**src/rtl/twr_pkg.sv**
```systemverilog
package twr_pkg;
  localparam int BYTE_W = 8;
  typedef logic [BYTE_W-1:0] byte_t;

  // Field of the byte currently in the shifter
  typedef enum logic [2:0] {
    F_LEAD_SYNC,
    F_REC_NUM,
    F_MID_SYNC,
    F_PAYLOAD,
    F_SUM,
    F_TAIL_SYNC
  } field_e;
endpackage

```
**src/rtl/twr_seq.sv**
```systemverilog
module twr_seq
  import twr_pkg::*;
#(
  parameter int    NBYTES    = 256,
  parameter byte_t SYNC_BYTE = 8'hAA,
  localparam int   AW        = $clog2(NBYTES)
) (
  input  logic          clk,
  input  logic          rst,
  input  logic          start_go,
  input  logic          fmt_i,
  input  byte_t         rnum_i,
  input  logic          take,
  output byte_t         first_byte,
  output byte_t         succ_byte,
  output logic          succ_none,
  output logic          fmt_q,
  output logic          buf_rd,
  output logic [AW-1:0] buf_addr,
  input  byte_t         buf_rdata
);
  localparam logic [AW-1:0] LAST = AW'(NBYTES - 1);

  field_e        cur, nxt;
  logic [AW-1:0] idx, nidx;
  byte_t         csum, pre_q, rnum_q, dbyte;
  logic          rd_q, cap_q;
  logic [AW-1:0] addr_q;

  assign first_byte = SYNC_BYTE;
  assign dbyte      = fmt_q ? 8'hFF : pre_q;
  assign nidx       = (cur == F_MID_SYNC) ? '0 : idx + 1'b1;

  always_comb begin
    nxt       = cur;
    succ_byte = SYNC_BYTE;
    succ_none = 1'b0;
    unique case (cur)
      F_LEAD_SYNC: begin nxt = F_REC_NUM;  succ_byte = rnum_q;    end
      F_REC_NUM:   begin nxt = F_MID_SYNC; succ_byte = SYNC_BYTE; end
      F_MID_SYNC:  begin nxt = F_PAYLOAD;  succ_byte = dbyte;     end
      F_PAYLOAD: begin
        if (idx == LAST) begin nxt = F_SUM; succ_byte = csum; end
        else             begin nxt = F_PAYLOAD; succ_byte = dbyte; end
      end
      F_SUM:       begin nxt = F_TAIL_SYNC; succ_byte = SYNC_BYTE; end
      F_TAIL_SYNC: begin succ_none = 1'b1; end
      default:     begin succ_none = 1'b1; end
    endcase
  end

  always_ff @(posedge clk) begin
    if (rst) begin
      cur    <= F_TAIL_SYNC;
      idx    <= '0;
      csum   <= '0;
      pre_q  <= '0;
      rnum_q <= '0;
      fmt_q  <= 1'b0;
      rd_q   <= 1'b0;
      cap_q  <= 1'b0;
      addr_q <= '0;
    end else begin
      cap_q <= rd_q;
      rd_q  <= 1'b0;
      if (cap_q) pre_q <= buf_rdata;
      if (start_go) begin
        cur    <= fmt_i ? F_LEAD_SYNC : F_MID_SYNC;
        fmt_q  <= fmt_i;
        rnum_q <= rnum_i;
        csum   <= '0;
        idx    <= '0;
        rd_q   <= ~fmt_i;
        addr_q <= '0;
      end else if (take) begin
        cur <= nxt;
        if (nxt == F_PAYLOAD) begin
          idx  <= nidx;
          csum <= csum + dbyte;
          if (!fmt_q && nidx != LAST) begin
            rd_q   <= 1'b1;
            addr_q <= nidx + 1'b1;
          end
        end
      end
    end
  end

  assign buf_rd   = rd_q;
  assign buf_addr = addr_q;
endmodule

```
**src/rtl/twr_enc.sv**
```systemverilog
module twr_enc
  import twr_pkg::*;
(
  input  logic  clk,
  input  logic  rst,
  input  logic  start_go,
  input  logic  tick,
  input  logic  halt,
  input  byte_t first_byte,
  input  byte_t succ_byte,
  input  logic  succ_none,
  output logic  line,
  output logic  active,
  output logic  phase,
  output logic  take,
  output logic  fin
);
  byte_t      sh;
  logic [2:0] bitc;
  logic       step, cell_end;

  assign step     = active && tick && !halt;
  assign cell_end = step && phase && (bitc == 3'd7);
  assign take     = cell_end && !succ_none;

  always_ff @(posedge clk) begin
    if (rst) begin
      sh     <= '0;
      bitc   <= '0;
      phase  <= 1'b0;
      active <= 1'b0;
      line   <= 1'b0;
      fin    <= 1'b0;
    end else begin
      fin <= 1'b0;
      if (start_go) begin
        sh     <= first_byte;
        bitc   <= '0;
        phase  <= 1'b0;
        active <= 1'b1;
        line   <= ~first_byte[BYTE_W-1];
      end else if (active && tick && halt) begin
        active <= 1'b0;
      end else if (step) begin
        if (!phase) begin
          phase <= 1'b1;
          line  <= sh[BYTE_W-1];
        end else if (bitc != 3'd7) begin
          sh    <= {sh[BYTE_W-2:0], 1'b0};
          bitc  <= bitc + 1'b1;
          phase <= 1'b0;
          line  <= ~sh[BYTE_W-2];
        end else if (!succ_none) begin
          sh    <= succ_byte;
          bitc  <= '0;
          phase <= 1'b0;
          line  <= ~succ_byte[BYTE_W-1];
        end else begin
          active <= 1'b0;
          fin    <= 1'b1;
        end
      end
    end
  end
endmodule

```
**src/rtl/twr_guard.sv**
```systemverilog
module twr_guard (
  input  logic clk,
  input  logic rst,
  input  logic start_go,
  input  logic tick,
  input  logic active,
  input  logic stall,
  input  logic present,
  input  logic eot,
  output logic halt,
  output logic err
);
  assign halt = active && tick && (stall || !present || eot);

  always_ff @(posedge clk) begin
    if (rst)           err <= 1'b0;
    else if (start_go) err <= 1'b0;
    else if (halt)     err <= 1'b1;
  end
endmodule

```
**src/rtl/tape_rec_writer.sv**
```systemverilog
module tape_rec_writer
  import twr_pkg::*;
#(
  parameter int    NBYTES    = 256,
  parameter byte_t SYNC_BYTE = 8'hAA,
  localparam int   AW        = $clog2(NBYTES)
) (
  input  logic          clk,
  input  logic          rst,
  input  logic          start,
  input  logic          fmt_mode,
  input  logic [7:0]    rec_num,
  input  logic          half_tick,
  input  logic          stall,
  input  logic          present,
  input  logic          eot,
  output logic          buf_rd,
  output logic [AW-1:0] buf_addr,
  input  logic [7:0]    buf_rdata,
  output logic          wr_line,
  output logic          busy,
  output logic          done,
  output logic          err
);
  logic  start_go, take, halt, succ_none, fmt_run, enc_phase;
  byte_t first_byte, succ_byte;

  assign start_go = start && !busy;

  twr_seq #(.NBYTES(NBYTES), .SYNC_BYTE(SYNC_BYTE)) u_seq (
    .clk(clk), .rst(rst), .start_go(start_go), .fmt_i(fmt_mode),
    .rnum_i(rec_num), .take(take), .first_byte(first_byte),
    .succ_byte(succ_byte), .succ_none(succ_none), .fmt_q(fmt_run),
    .buf_rd(buf_rd), .buf_addr(buf_addr), .buf_rdata(buf_rdata)
  );

  twr_enc u_enc (
    .clk(clk), .rst(rst), .start_go(start_go), .tick(half_tick),
    .halt(halt), .first_byte(first_byte), .succ_byte(succ_byte),
    .succ_none(succ_none), .line(wr_line), .active(busy),
    .phase(enc_phase), .take(take), .fin(done)
  );

  twr_guard u_guard (
    .clk(clk), .rst(rst), .start_go(start_go), .tick(half_tick),
    .active(busy), .stall(stall), .present(present), .eot(eot),
    .halt(halt), .err(err)
  );
endmodule

```
**config.mk**
```make
export PLATFORM = sky130hd
export DESIGN_NAME = tape_rec_writer
export DESIGN_NICKNAME = d
export VERILOG_FILES = /design/src/rtl/twr_pkg.sv /design/src/rtl/twr_seq.sv /design/src/rtl/twr_enc.sv /design/src/rtl/twr_guard.sv /design/src/rtl/tape_rec_writer.sv
export SDC_FILE = /design/constraint.sdc
export NUM_CORES = 1
export LEC_CHECK = 0
export BUFFER_PORTS_ARGS = -buffer_cell sky130_fd_sc_hd__buf_2
export CELL_PAD_IN_SITES_DETAIL_PLACEMENT = 1
export CELL_PAD_IN_SITES_GLOBAL_PLACEMENT = 1
export CORE_UTILIZATION = 44
export CTS_CLUSTER_SIZE = 12
export DETAILED_ROUTE_END_ITERATION = 6
export MAX_ROUTING_LAYER = met4
export PLACE_DENSITY = 0.91
export SYNTH_ARGS = -nofsm -noshare
export SYNTH_HDL_FRONTEND = slang
export SYNTH_SLANG_ARGS = --single-unit
```
**constraint.sdc**
```tcl
create_clock -name clk -period 2.7 [get_ports clk]
set_input_delay 0.54 -clock clk [delete_from_list [all_inputs] [get_ports clk]]
set_output_delay 0.54 -clock clk [all_outputs]
set_load 0.05 [all_outputs]
```
==> results.yml <==
sta:
  setup_tns_ns: 0
  worstMarginPinSlew_ns: 0.5419
  fmax_mhz: 408.8
  setup_viol: 0
  final_hold_viol_count: 0
  drv_slew: 0
  rsz0062_at_grt: "false"
  min_period_over_period_pct: 90.59
  relSlewSlack_pct: 63.59
  holdWs_ns: 0.4166
  period_minus_slack_ns: 2.446
  clock_skew_ns: 0.01012
finish:
  nets: 476
  drive_above_1_share_pct: 19.78
  area.growth.synth_to_final_pct: 14.02
  diodes: 0
  stdcell_area_um2: 3815
clock_tree:
  cts_tree: "yes"
  cts_setup_buffers: 0
  clk_pin_slew_ns: 0.08
  cts_num_sinks: 62
  cts_hold_buffers: 0
  cts_root_buf: "clkbuf_8"
  htree_levels: 3
  clock_path_buffers: 2
  clock_latency_ns: 0.36
  numCtsBuffers: 9
  cts.repair.resized: 0
setup_path:
  crit_top_cell: "a21oi_1"
  crit_arrival_ns: 2.74
  reg2reg_depth: 8
  critPathLaunch: "u_seq.fmt_q"
  endpoint: "u_seq.csum[7]"
  worstPathCellList: "or2_2 -> ha_1 -> a21oi_1 -> o211ai_1 -> o41ai_1 -> xnor2_1 -> or3_1 -> a21oi_1"
  crit_path_end_kind: "flip-flop"
  reg2reg_setup_slack_ns: 0.25
  crit_fanout: 11
  startpoint_type: "flip-flop"
  critical_path.slowest_cell: "dfxtp_1"
  r2r-start: "u_seq.fmt_q"
  critPathRequiredTime_ns: 2.99
  reg2reg_to: "u_seq.csum[7]"
  slowest_delay_ns: 0.44
  worst-setup-path-type: "reg2reg"
synthesis:
  synth_edf_count: 0
  synth_cells: 408
  async_flop_share_pct: 0
  synth_most_common_cell: "dfxtp_1"
  post_synth.cell_area_avg_um2: 8.200
  syn_area_um2: 3346
  synth_top_area_share_pct: 37.10
  ys_seq_elements: 62
  yosysSeqAreaShare_pct: 37.10
  yosysTopAreaCell: "dfxtp_1"
  synth_cell_types: 68
  synthTopCellsByArea: "dfxtp_1 37%, a21oi_1 7.3%, nand2_1 5.8%"
  synth_commonest_cells: "62 x dfxtp_1, 52 x nand2_1, 49 x a21oi_1"
  syn-num-nets: 444
  ys.flop_type: "dfxtp_1"
  synth_warnings: 0
power_and_ir_drop:
  powerDensity_nw_per_um2: 536.5
  p_leak_nw: 1.497
  power.total_mw: 2.047
  peakVddDrop_uv: 262.8
detailed_routing:
  drc: 0
  vias_per_cell: 5.790
  drtIter0Drc: 130
  dr_total_vias: 3150
  detail_route.wl_per_cell_um: 17.38
  routed_wl_um: 9457
  drtPass1Iterations: 4
  ant_nets: 0
global_route:
  grt_max_degree: 31
  grt_pass1_vias: 3159
  grt_pass1_wl_um: 15410
  overflow: 0
  grtUsageTotal_pct: 26.54
  grt_antenna_before_repair: 0
worst_hold_path:
  hp-class: "in2reg"
floorplan:
  die_y_um: 89.20
  die_w_um: 89.20
  floorplan.initialDensity_pct: 45.88
  rows: 31
  pin_count: 37
  dieArea_um2: 7957
  core-area_um2: 7292
place:
  place_area_um2: 3601
  place.gp.congestion: 0.8738
  dpl.hpwl_um: 6731
  portBuffers: 36
status:
  outcome: "complete, no violations"
job:
  drv_cap: 0
==> logic make-up (layout without fill, tap and decap cells) <==
kind of cell / count (synthesis) / in the layout / share of synthesized area, %
simple gates: 170 / 170 / 26.07
compound gates: 107 / 107 / 20.04
flops: 62 / 62 / 37.10
buf+inv: 28 / 65 / 3.926
mux: 15 / 15 / 4.488
xor+xnor: 14 / 14 / 3.665
fa+ha+maj: 12 / 12 / 4.712
==> power breakdown <==
part / internal (mW) / leakage [nW] / switching, mW
combinational: 0.0609 / 0.888 / 0.0950
sequential: 0.935 / 0.503 / 0.0230
clock: 0.518 / 0.106 / 0.414
==> flip-flops by register name, indices dropped and copies added (netlist names), 3 cells and up <==
| name | flops |
|---|---|
| u_seq.buf_addr | 8 |
| u_seq.pre_q | 8 |
| u_seq.csum | 8 |
| u_enc.sh | 8 |
| u_seq.idx | 8 |
| u_seq.rnum_q | 8 |
| u_enc.bitc | 3 |
| u_seq.cur | 3 |
==> routing by layer <==
metal / share of wire [%] / GRT usage [%] / up-vias
li1: - / - / 1515
met5: 0 / - / -
met1: 44 / 31.18 / 1544
met2: 50 / 44.90 / 68
met3: 4.2 / 5.448 / 23
met4: 2.1 / 9.524 / 0
==> cells in the final DEF, fill, tap and decap left out, drive strengths merged, types with 3 or more instances in the layout <==
cell    synthesis  final
and2            3      3
or2             8      8
inv             4      4
a21oi          50     50
nand3          14     14
nor2b           5      5
dfxtp          62     62
nor3           12     12
nor3b           3      3
nor2           45     45
o211ai          8      8
a211oi          7      7
nand2b          5      5
nand2          53     53
xnor2           9      9
xor2            5      5
or3             5      5
and3            5      5
buf            11     45
o21ai          18     18
mux2i          15     15
ha             11     11
a21o            3      3
a21boi          3      3
clkinv          0      3
clkbuf         13     10
nor4            3      3
==> per-stage QoR <==
step	utilization, %	setup WS [ns]	std cells
final	52.32	0.2540	544
after CTS	52.32	0.2681	544
after global routing	52.32	0.1359	544
after floorplan	-	0.4873	408
after global placement	49.38	0.3892	528
after detailed placement	49.38	0.2812	528
==> layout make-up <==
cell class	count	area [um^2]
clock buffers	10	127.6
inverters	4	15.01
repair buffers	45	247.7
fillers	931	3477
multi-input cells	318	1973
well taps	99	123.9
flip-flops and latches	62	1241
clock inverters	6	86.33
==> worst max-delay path, delay by kind of cell (launching register included) <==
| kind | cells | cell delay [ns] |
|---|---|---|
| AOI/OAI and AO/OA | 4 | 0.85 |
| and+or+nand+nor | 2 | 0.69 |
| DFF | 1 | 0.44 |
| adders and majority gates | 1 | 0.29 |
| xor gates and xnor gates | 1 | 0.13 |
==> worst min-delay path by stage <==
stage | start | to | slack [ns] | cells after the start
floorplan | u_seq.rnum_q[7] | u_seq.rnum_q[7] | 0.44 | 2
global placement | u_seq.buf_rd | u_seq.cap_q | 0.45 | 1
detailed placement | u_seq.rnum_q[0] | u_seq.rnum_q[0] | 0.45 | 2
CTS | rec_num[4] | u_seq.rnum_q[4] | 0.42 | 3
global route | buf_rdata[2] | u_seq.pre_q[2] | 0.42 | 3
finish | buf_rdata[2] | u_seq.pre_q[2] | 0.42 | 3
Power figures use the tool's default switching activity.
